[src/rtl/coh_pkg.sv]
package coh_pkg;
  typedef enum logic [1:0] {LS_I = 2'd0, LS_S = 2'd1, LS_E = 2'd2, LS_M = 2'd3} line_st_e;
  typedef enum logic [1:0] {CPU_LOAD = 2'd0, CPU_STORE = 2'd1, CPU_EVICT = 2'd2, CPU_NOP = 2'd3} cpu_op_e;
  typedef enum logic [2:0] {
    OUT_RD_SH = 3'd0, OUT_RD_EX = 3'd1, OUT_UPG = 3'd2, OUT_WB = 3'd3, OUT_INV_ACK = 3'd4
  } out_op_e;
  typedef enum logic [2:0] {
    IN_INV = 3'd0, IN_GNT_S = 3'd1, IN_GNT_E = 3'd2, IN_GNT_M = 3'd3, IN_NACK = 3'd4, IN_WB_ACK = 3'd5
  } in_op_e;
  typedef enum logic [1:0] {PK_LOAD = 2'd0, PK_STORE = 2'd1, PK_UPG = 2'd2, PK_EVICT = 2'd3} pend_kind_e;
endpackage

[src/rtl/coh_tag_store.sv]
module coh_tag_store
  import coh_pkg::*;
#(
  parameter int IDX_W = 3,
  parameter int TAG_W = 5
) (
  input  logic             clk_i,
  input  logic             rst_ni,
  input  logic             wr_en_i,
  input  logic [IDX_W-1:0] wr_idx_i,
  input  logic [TAG_W-1:0] wr_tag_i,
  input  line_st_e         wr_st_i,
  input  logic [IDX_W-1:0] a_idx_i,
  output logic [TAG_W-1:0] a_tag_o,
  output line_st_e         a_st_o,
  input  logic [IDX_W-1:0] b_idx_i,
  output logic [TAG_W-1:0] b_tag_o,
  output line_st_e         b_st_o
);
  localparam int LINES = 1 << IDX_W;

  line_st_e         st_v  [LINES];
  logic [TAG_W-1:0] tag_v [LINES];

  for (genvar g = 0; g < LINES; g++) begin : g_line
    line_st_e         st_q;
    logic [TAG_W-1:0] tag_q;
    logic             upd;

    assign upd = wr_en_i && (wr_idx_i == IDX_W'(g));

    always_ff @(posedge clk_i or negedge rst_ni) begin
      if (!rst_ni) begin
        st_q  <= LS_I;
        tag_q <= '0;
      end else if (upd) begin
        st_q  <= wr_st_i;
        tag_q <= wr_tag_i;
      end
    end

    assign st_v[g]  = st_q;
    assign tag_v[g] = tag_q;
  end

  assign a_st_o  = st_v[a_idx_i];
  assign a_tag_o = tag_v[a_idx_i];
  assign b_st_o  = st_v[b_idx_i];
  assign b_tag_o = tag_v[b_idx_i];
endmodule

[src/rtl/coh_txn_track.sv]
module coh_txn_track
  import coh_pkg::*;
#(
  parameter int ADDR_W = 8,
  parameter int TID_W  = 4
) (
  input  logic              clk_i,
  input  logic              rst_ni,
  input  logic              start_i,
  input  pend_kind_e        start_kind_i,
  input  logic [ADDR_W-1:0] start_addr_i,
  input  logic              done_i,
  output logic              busy_o,
  output pend_kind_e        kind_o,
  output logic [ADDR_W-1:0] addr_o,
  output logic [TID_W-1:0]  tid_o,
  output logic [TID_W-1:0]  next_tid_o
);
  logic              busy_q, busy_d;
  pend_kind_e        kind_q, kind_d;
  logic [ADDR_W-1:0] addr_q, addr_d;
  logic [TID_W-1:0]  tid_q, tid_d, ctr_q, ctr_d;

  always_comb begin
    busy_d = busy_q;
    kind_d = kind_q;
    addr_d = addr_q;
    tid_d  = tid_q;
    ctr_d  = ctr_q;
    if (start_i) begin
      busy_d = 1'b1;
      kind_d = start_kind_i;
      addr_d = start_addr_i;
      tid_d  = ctr_q;
      ctr_d  = ctr_q + 1'b1;
    end else if (done_i) begin
      busy_d = 1'b0;
    end
  end

  always_ff @(posedge clk_i or negedge rst_ni) begin
    if (!rst_ni) begin
      busy_q <= 1'b0;
      kind_q <= PK_LOAD;
      addr_q <= '0;
      tid_q  <= '0;
      ctr_q  <= '0;
    end else begin
      busy_q <= busy_d;
      kind_q <= kind_d;
      addr_q <= addr_d;
      tid_q  <= tid_d;
      ctr_q  <= ctr_d;
    end
  end

  assign busy_o     = busy_q;
  assign kind_o     = kind_q;
  assign addr_o     = addr_q;
  assign tid_o      = tid_q;
  assign next_tid_o = ctr_q;
endmodule

[src/rtl/coh_agent.sv]
module coh_agent
  import coh_pkg::*;
#(
  parameter int ADDR_W = 8,
  parameter int IDX_W  = 3,
  parameter int TID_W  = 4
) (
  input  logic              clk_i,
  input  logic              rst_ni,
  input  logic              cpu_valid_i,
  input  logic [1:0]        cpu_op_i,
  input  logic [ADDR_W-1:0] cpu_addr_i,
  output logic              cpu_hit_o,
  output logic              cpu_stall_o,
  input  logic              msg_valid_i,
  input  logic [2:0]        msg_op_i,
  input  logic [ADDR_W-1:0] msg_addr_i,
  input  logic [TID_W-1:0]  msg_tid_i,
  output logic              req_valid_o,
  output logic [2:0]        req_op_o,
  output logic [ADDR_W-1:0] req_addr_o,
  output logic [TID_W-1:0]  req_tid_o
);
  localparam int TAG_W = ADDR_W - IDX_W;

  // reset: asserted asynchronously, released on the clock
  logic rs0_q, rs1_q, rst_n_s;
  always_ff @(posedge clk_i or negedge rst_ni) begin
    if (!rst_ni) begin
      rs0_q <= 1'b0;
      rs1_q <= 1'b0;
    end else begin
      rs0_q <= 1'b1;
      rs1_q <= rs0_q;
    end
  end
  assign rst_n_s = rs1_q;

  logic [IDX_W-1:0] c_idx, m_idx, wr_idx;
  logic [TAG_W-1:0] c_tag, m_tag, a_tag, b_tag, wr_tag;
  line_st_e         c_st, m_st, wr_st, gnt_st;
  logic             wr_en;

  assign c_idx = cpu_addr_i[IDX_W-1:0];
  assign c_tag = cpu_addr_i[ADDR_W-1:IDX_W];
  assign m_idx = msg_addr_i[IDX_W-1:0];
  assign m_tag = msg_addr_i[ADDR_W-1:IDX_W];

  coh_tag_store #(.IDX_W(IDX_W), .TAG_W(TAG_W)) u_store (
    .clk_i    (clk_i),
    .rst_ni   (rst_n_s),
    .wr_en_i  (wr_en),
    .wr_idx_i (wr_idx),
    .wr_tag_i (wr_tag),
    .wr_st_i  (wr_st),
    .a_idx_i  (c_idx),
    .a_tag_o  (a_tag),
    .a_st_o   (c_st),
    .b_idx_i  (m_idx),
    .b_tag_o  (b_tag),
    .b_st_o   (m_st)
  );

  logic              t_start, t_done, busy;
  pend_kind_e        t_kind, p_kind;
  logic [ADDR_W-1:0] t_addr, p_addr;
  logic [TID_W-1:0]  p_tid, nxt_tid;

  coh_txn_track #(.ADDR_W(ADDR_W), .TID_W(TID_W)) u_txn (
    .clk_i        (clk_i),
    .rst_ni       (rst_n_s),
    .start_i      (t_start),
    .start_kind_i (t_kind),
    .start_addr_i (t_addr),
    .done_i       (t_done),
    .busy_o       (busy),
    .kind_o       (p_kind),
    .addr_o       (p_addr),
    .tid_o        (p_tid),
    .next_tid_o   (nxt_tid)
  );

  logic c_present, c_victim_dirty, m_present, p_match, hit;
  assign c_present      = (c_st != LS_I) && (a_tag == c_tag);
  assign c_victim_dirty = (c_st == LS_M) && (a_tag != c_tag);
  assign m_present      = (m_st != LS_I) && (b_tag == m_tag);
  assign p_match        = busy && (msg_tid_i == p_tid) && (msg_addr_i == p_addr);

  always_comb begin
    case (in_op_e'(msg_op_i))
      IN_GNT_S: gnt_st = LS_S;
      IN_GNT_E: gnt_st = LS_E;
      default:  gnt_st = LS_M;
    endcase
  end

  logic              o_v;
  out_op_e           o_op;
  logic [ADDR_W-1:0] o_addr;
  logic [TID_W-1:0]  o_tid;

  // next-state decision: manager messages take precedence over the processor
  always_comb begin
    wr_en   = 1'b0;
    wr_idx  = c_idx;
    wr_tag  = c_tag;
    wr_st   = LS_I;
    t_start = 1'b0;
    t_kind  = PK_LOAD;
    t_addr  = cpu_addr_i;
    t_done  = 1'b0;
    o_v     = 1'b0;
    o_op    = OUT_RD_SH;
    o_addr  = cpu_addr_i;
    o_tid   = nxt_tid;
    hit     = 1'b0;
    if (msg_valid_i) begin
      wr_idx = m_idx;
      wr_tag = m_tag;
      o_addr = msg_addr_i;
      case (in_op_e'(msg_op_i))
        IN_INV: begin
          o_v   = 1'b1;
          o_tid = msg_tid_i;
          o_op  = (m_present && m_st == LS_M) ? OUT_WB : OUT_INV_ACK;
          wr_en = m_present;
        end
        IN_GNT_S, IN_GNT_E, IN_GNT_M: begin
          if (p_match && p_kind != PK_EVICT) begin
            wr_en  = 1'b1;
            wr_st  = gnt_st;
            t_done = 1'b1;
          end
        end
        IN_NACK: begin
          if (p_match && p_kind == PK_UPG) begin
            wr_en   = m_present;
            t_start = 1'b1;
            t_kind  = PK_STORE;
            t_addr  = msg_addr_i;
            o_v     = 1'b1;
            o_op    = OUT_RD_EX;
          end
        end
        IN_WB_ACK: begin
          if (p_match && p_kind == PK_EVICT) begin
            wr_en  = m_present;
            t_done = 1'b1;
          end
        end
        default: ;
      endcase
    end else if (cpu_valid_i && !busy) begin
      case (cpu_op_e'(cpu_op_i))
        CPU_LOAD: begin
          if (c_present) begin
            hit = 1'b1;
          end else if (!c_victim_dirty) begin
            t_start = 1'b1;
            t_kind  = PK_LOAD;
            o_v     = 1'b1;
            o_op    = OUT_RD_SH;
          end
        end
        CPU_STORE: begin
          if (c_present && c_st == LS_S) begin
            t_start = 1'b1;
            t_kind  = PK_UPG;
            o_v     = 1'b1;
            o_op    = OUT_UPG;
          end else if (c_present) begin
            hit   = 1'b1;
            wr_en = (c_st == LS_E);
            wr_st = LS_M;
          end else if (!c_victim_dirty) begin
            t_start = 1'b1;
            t_kind  = PK_STORE;
            o_v     = 1'b1;
            o_op    = OUT_RD_EX;
          end
        end
        CPU_EVICT: begin
          if (c_present && c_st == LS_M) begin
            t_start = 1'b1;
            t_kind  = PK_EVICT;
            o_v     = 1'b1;
            o_op    = OUT_WB;
          end else begin
            hit   = 1'b1;
            wr_en = c_present;
          end
        end
        default: hit = 1'b1;
      endcase
    end
  end

  logic              rq_v_q;
  logic [2:0]        rq_op_q;
  logic [ADDR_W-1:0] rq_addr_q;
  logic [TID_W-1:0]  rq_tid_q;

  always_ff @(posedge clk_i or negedge rst_n_s) begin
    if (!rst_n_s) begin
      rq_v_q    <= 1'b0;
      rq_op_q   <= '0;
      rq_addr_q <= '0;
      rq_tid_q  <= '0;
    end else begin
      rq_v_q <= o_v;
      if (o_v) begin
        rq_op_q   <= o_op;
        rq_addr_q <= o_addr;
        rq_tid_q  <= o_tid;
      end
    end
  end

  assign cpu_hit_o   = hit;
  assign cpu_stall_o = busy | (cpu_valid_i & ~hit);
  assign req_valid_o = rq_v_q;
  assign req_op_o    = rq_op_q;
  assign req_addr_o  = rq_addr_q;
  assign req_tid_o   = rq_tid_q;
endmodule

[config.mk]
export PLATFORM = sky130hd
export DESIGN_NAME = coh_agent
export DESIGN_NICKNAME = d
export VERILOG_FILES = /design/src/rtl/coh_pkg.sv /design/src/rtl/coh_tag_store.sv /design/src/rtl/coh_txn_track.sv /design/src/rtl/coh_agent.sv
export SDC_FILE = /design/constraint.sdc
export NUM_CORES = 1
export LEC_CHECK = 0
export CORE_UTILIZATION = 58
export DETAILED_ROUTE_END_ITERATION = 8
export GPL_TIMING_DRIVEN = 0
export PLACE_DENSITY_LB_ADDON = 0.08
export SETUP_SLACK_MARGIN = 0.05
export SYNTH_ARGS = -nofsm -noshare
export SYNTH_HDL_FRONTEND = slang
export SYNTH_SLANG_ARGS = --single-unit
[constraint.sdc]
create_clock -name clk_i -period 5.6 [get_ports clk_i]
set_clock_uncertainty 0.1 [all_clocks]
set_input_delay 1.68 -clock clk_i [delete_from_list [all_inputs] [get_ports clk_i]]
set_output_delay 1.68 -clock clk_i [all_outputs]
set_load 0.05 [all_outputs]
==> results of run 1 <==
[cells in the mapped netlist (4+ instances only)]
master	instances	area share (%)
nand3_1	5	0.47
o21ai_0	14	1.3
nor3_4	5	1.5
a21oi_1	5	0.47
or3_1	4	0.47
nor2_1	17	1.2
mux2_2	83	17
and2_1	4	0.47
xor2_1	4	0.65
nor3_1	4	0.37
o211ai_1	4	0.56
buf_4	4	0.56
nand2_1	38	2.7
dfrtp_1	93	43
ha_1	5	1.2
nand4_1	5	0.58
o22ai_1	5	0.58
a22o_1	5	0.82
xnor2_1	19	3.1
inv_1	16	1.1
mux2i_1	21	3.9
mux4_2	18	7.5
mux2_1	4	0.84
[state kept, by name, summed over array words and instances, names as in the netlist]
name,flops
u_txn.addr_o,8
req_valid_o,1
req_op_o,3
u_store.g_line.st_q,16
u_txn.kind_o,2
u_txn.busy_o,1
req_tid_o,4
rs0_q,1
u_store.g_line.tag_q,40
u_txn.next_tid_o,4
rs1_q,1
u_txn.tid_o,4
req_addr_o,8
[cell type report]
type                       count  area share, %
tap                          108           2.04
sequential                    93           35.1
timing repair buffer          68           10.1
clock inverter                 4           1.17
multi-input combinational    317           46.3
inverter                      17          0.962
clock buffer                  12           2.34
buffer                        14           1.94
[worst max-delay path, delay by kind of cell]
kind	cells	cell delay (ns)
and+or+nand+nor	6	0.98
AOI/OAI and AO/OA	2	0.47
buffers and inverters	3	0.39
muxes	1	0.31
[power breakdown]
group | leakage (µW) | internal (µW) | switching [µW] | total [µW]
Combinational | 0.00164 | 243 | 323 | 566
Clock | 0.000117 | 279 | 241 | 519
Sequential | 0.00124 | 769 | 69.1 | 838
Total | 0.00299 | 1290 | 633 | 1920
[through the flow]
| step | setup TNS, ns | utilization, % | hold WS (ns) |
|---|---|---|---|
| after floorplan | 0 | - | 0.231 |
| after global placement | -2.77 | 67.5 | 0.237 |
| after detailed placement | -2.83 | 67.8 | 0.237 |
| after CTS | -0.0114 | 74.0 | 0.258 |
| after global routing | -0.0773 | 75.0 | 0.279 |
| final | -0.0197 | 75.0 | 0.234 |
[worst paths after layout]
check | from | endpoint | slack, ns | depth (start not counted)
worst min-delay path | rs1_q$_DFF_PN0_ | u_store.g_line[0].tag_q[0]$_DFFE_PN0P_ | 0.23 | 0
worst min register to register | rs1_q$_DFF_PN0_ | u_store.g_line[0].tag_q[0]$_DFFE_PN0P_ | 0.23 | 0
max in group asynchronous | rst_ni | rs1_q$_DFF_PN0_ | 3.91 | 1
worst max-delay path | cpu_addr_i[0] | cpu_stall_o | -0.02 | 12
worst max register to register | u_store.g_line[4].tag_q[3]$_DFFE_PN0P_ | u_txn.addr_o[6]$_DFFE_PN0P_ | 2.24 | 11
min in group clk_i | rs0_q$_DFF_PN0_ | rs1_q$_DFF_PN0_ | 0.27 | 0
[routing by layer]
layer	GRT usage (%)	part of all wire [%]	vias to the layer above
met2	47.2	50	84
met3	3.79	3.7	26
li1	-	-	1776
met1	38.5	43	1960
met5	0	0	-
met4	12.7	2.7	0
[cells by family (layout without fill, tap and decap cells)]
group	count (synthesis)	count (layout)	share of synthesized area [%]
fa+ha+maj	5	5	1.16
buf+inv	31	115	3.24
flops	93	93	43.3
other cells	1	1	0.0698
xor+xnor	23	23	3.75
compound gates	57	57	7.76
mux	126	126	29.7
simple gates	105	105	11.0
[repair_timing]
item,in CTS,in global routing
hold buffers,0,0
buffers inserted,21,2
resized for setup,53,16
pin swaps,21,15
hold endpoints to repair,0,0
endpoints found under the setup margin,2,2
cloned,1,0
==> impl_metrics.toml, run 1 <==
[synthesis]
synth_cells = 441
synth_area_mm2 = 0.00537
ys_warn_count = 0
ys_ff_latch = 93
yosys.cell_types.count = 61
async_reset_ff_share_pct = 100
synth-edff-count = 0
syn-num-nets = 475
synth_top_flop_cell = "dfrtp_1"
yosysSeqAreaShare_pct = 43.3
postSynthAreaPerCell_um2 = 12.2

[placement]
dpl.cell_count = 593
hpwl_um = 8830
globalplace.congestion = 0.904
io_buffers = 43
place_area_mm2 = 0.00600
place_ws_ns = -1.46

[floorplanning]
coreArea_mm2 = 0.00885
fp.dieW_um = 98.2
fp-row-count = 34
start_util_pct = 60.7
die_h_um = 98.2
die_area_mm2 = 0.00965
ioPinCount = 47

[route]
vias = 3846
ant_nets = 0
dr.pass1.iters = 6
drt_iter0_markers = 230
drc = 8
routed_wl_um = 12900
wire_per_inst_um = 20.4
vias_per_cell = 6.08

[clock_tree]
tritoncts = "built"
cts.sinks = 93
htreeDepth = 3
numCtsBuffers = 9
clk_pin_slew_ns = 0.09
clockRootBuffer = "clkbuf_8"
clock_latency_ns = 0.36
cts_buffer_depth = 2

[run_status]
status = "finished with violations"
violations = "DRC, setup timing"

[timing]
setup_viol = 1
hold_viol_final = 0
fin_crit_ns = 5.62
relSlewSlack_pct = 55.9
rsz0062_at_grt = "true"
tightest_slew_ns = 0.643
max_freq_ghz = 0.178
fin_crit_sh_pct = 100
slew_viol_final = 0
fin_ws_ns = -0.0197

[finish]
nets = 554
n_antenna_cell = 0
final-seq-area_mm2 = 0.00233
syn_to_final_growth_pct = 23.5
fin_cells = 633
multi_input_area_mm2 = 0.00307
fillers = 601
fin_area_mm2 = 0.00663
layout_common_cells = "dfrtp_1, mux2_2, clkdlybuf4s50_1"
final_common_cell = "dfrtp_1"
drive_above_1_share_pct = 38.5

[critical_path]
required_ns = 3.82
path_cells = "buf_12, buf_6, mux2_4, o22ai_4, or3_1, nand4_1, nor3_2, nand3_2, a211oi_4, nor2_4, nor2_4, buf_8"
crit_path_frequent_cell = "nor2_4"
cp_max_fo = 4
cp_slowest_stage_delay_ns = 0.32
worst_ep_arrival_time_ns = 3.84
critPathKind = "in -> out"
crit_slowest_cell = "nor3_2"
cp-start-kind = "input port"
end_kind = "output port"

[power]
leakage_uw = 0.00299
totalPowerFinal_uw = 1920
peakVddDrop_v = 0.000207
powerDensity_mw_per_mm2 = 290

[global_route]
grt_pass1_vias = 3928
gr-total-overflow = 0
grt_max_degree = 52
grt_usage_pct = 28.7
antenna_found_initial = 0
grt_pass1_wl_um = 21000

[flow_run]
maxCapViolCount = 0

[hold_path]
hold_path_class = "reg -> async"
Note: power is estimated with default switching activity, not from simulation.
==> run 2: changes to the inputs <==
GPL_TIMING_DRIVEN = default   (was 0)
==> run 2 against run 1 <==
The run ends with DRC left. Cell count increased by 2.2%. Worst hold slack improved by 0.027 ns. Worst setup slack gained 0.032 ns. Non-clock buffer count increased by 14. Largest power group unchanged.
==> impl_metrics.toml, run 2 (synthesized netlist as in run 1, its figures left out) <==
[route]
routed_wl_um = 13300
dr.pass1.iters = 7
vias_per_cell = 6.12
wire_per_inst_um = 20.6
drc = 8
drt_iter0_markers = 216
ant_nets = 0
vias = 3960

[critical_path]
cp-start-kind = "input port"
r2r_slack_ns = 1.27
r2r_end = "req_op_o[1]$_DFFE_PN0P_"
end_kind = "output port"
critPathKind = "in -> out"
required_ns = 3.82
worst_ep_arrival_time_ns = 3.81
r2r-start = "u_store.g_line[6].tag_q[3]$_DFFE_PN0P_"
r2r_cells = 22
cp_max_fo = 6

[power]
totalPowerFinal_uw = 1900
peakVddDrop_v = 0.000239
leakage_uw = 0.00304
powerDensity_mw_per_mm2 = 284

[timing]
rsz0062_at_grt = "true"
hold_viol_final = 0
max_freq_ghz = 0.179
slew_viol_final = 0
fin_ws_ns = 0.0128
setup_viol = 0
fin_crit_sh_pct = 99.8
fin_tns_setup_ns = 0
holdWs_ns = 0.261
relSlewSlack_pct = 25.5
tightest_slew_ns = 1.12
fin_crit_ns = 5.59

[placement]
dpl.cell_count = 609
hpwl_um = 9180
globalplace.congestion = 0.833
place_ws_ns = -0.510
io_buffers = 46

[global_route]
grt_pass1_wl_um = 21500
grt_pass1_vias = 4110
grt_max_degree = 92
gr-total-overflow = 0
antenna_found_initial = 0
grt_usage_pct = 29.5

[clock_tree]
cts_buffer_depth = 2
clk_pin_slew_ns = 0.10
clock_latency_ns = 0.39
numCtsBuffers = 9
htreeDepth = 3
cts.sinks = 93
clockRootBuffer = "clkbuf_8"
tritoncts = "built"

[floorplanning]
start_util_pct = 60.7
die_area_mm2 = 0.00965
fp.dieW_um = 98.2
coreArea_mm2 = 0.00885
die_h_um = 98.2
ioPinCount = 47
fp-row-count = 34

[finish]
top_register = "u_store.g_line.tag_q"
syn_to_final_growth_pct = 24.4
drive_above_1_share_pct = 40.1
nets = 568
n_antenna_cell = 0
layout_common_cells = "dfrtp_1, mux2_2, buf_4"
reg_top3 = "u_store.g_line.tag_q: 40 flops, u_store.g_line.st_q: 16 flops"
final_common_cell = "dfrtp_1"
fin_cells = 647
fillers = 571
largest_reg_flops = 40

[run_status]
violations = "DRC"
status = "finished with violations"

[hold_path]
hold_path_depth = 0
hold_path_class = "reg -> reg"
worstHoldEndpoint = "rs1_q$_DFF_PN0_"
hp-start = "rs0_q$_DFF_PN0_"

[flow_run]
maxCapViolCount = 0
[run 2: changes by cell type in the layout (fill, tap and decap cells not counted), moves of 5 or more]
| cell | delta |
|---|---|
| mux2_4 | -5 |
| buf_4 | +18 |
| buf_6 | -5 |
| o22ai_4 | -5 |
| buf_12 | +6 |
[run 2: worst max-delay path by stage]
stage	to	cells after the start	startpoint	slack, ns
after global placement	cpu_stall_o	12	cpu_addr_i[0]	-0.50
final	cpu_stall_o	13	cpu_addr_i[0]	0.01
after global routing	cpu_stall_o	12	cpu_addr_i[0]	-0.09
after floorplan	cpu_stall_o	11	cpu_addr_i[0]	0.06
after CTS	cpu_stall_o	13	cpu_addr_i[0]	0.02
after detailed placement	cpu_stall_o	12	cpu_addr_i[0]	-0.51
[run 2: layer usage]
layer	vias up	routed length, µm	global-route usage [%]
met3	28	755	5.94
met5	-	0	0
met4	0	305	9.99
met2	139	6710	50.1
li1	1806	-	-
met1	1987	5530	38.0
[run 2: worst max-delay path: stages]
cell      delay (ns)
buf_12          0.12
buf_12          0.13
buf_6           0.11
mux2i_1         0.11
a22o_1          0.25
nor3_2          0.19
o211ai_2        0.16
nor3_2          0.28
nand3_2         0.15
a211oi_4        0.29
nor2_4          0.07
nor2_4          0.11
buf_12          0.14
[run 2: cell type report]
class | instances | area [µm²] | area share, %
repair buffers | 96 | 962 | 14.4
clock inverters | 6 | 71.3 | 1.07
multi-input cells | 317 | 2990 | 44.8
clock buffers | 10 | 128 | 1.91
flip-flops and latches | 93 | 2330 | 34.9
well taps | 108 | 135 | 2.02
inverters | 17 | 63.8 | 0.955
[run 2: repair_timing]
| action | in CTS | in global routing |
|---|---|---|
| hold buffers | 0 | 0 |
| endpoints found under the hold margin | 0 | 0 |
| cloned | 2 | 0 |
| setup buffers | 15 | 5 |
| endpoints found under the setup margin | 2 | 11 |
| gates resized for setup | 27 | 14 |
| pin swaps | 15 | 10 |
[run 2: stage by stage]
step	area, µm²	utilization (%)
after global placement	6170	69.7
after detailed placement	6170	69.7
after floorplan	5400	-
final	6680	75.5
after global routing	6680	75.5
after CTS	6560	74.2
[run 2: power breakdown]
part           switching (µW)  internal (µW)
logic                     330            255
clock network             267            213
registers                66.7            769
total                     664           1240
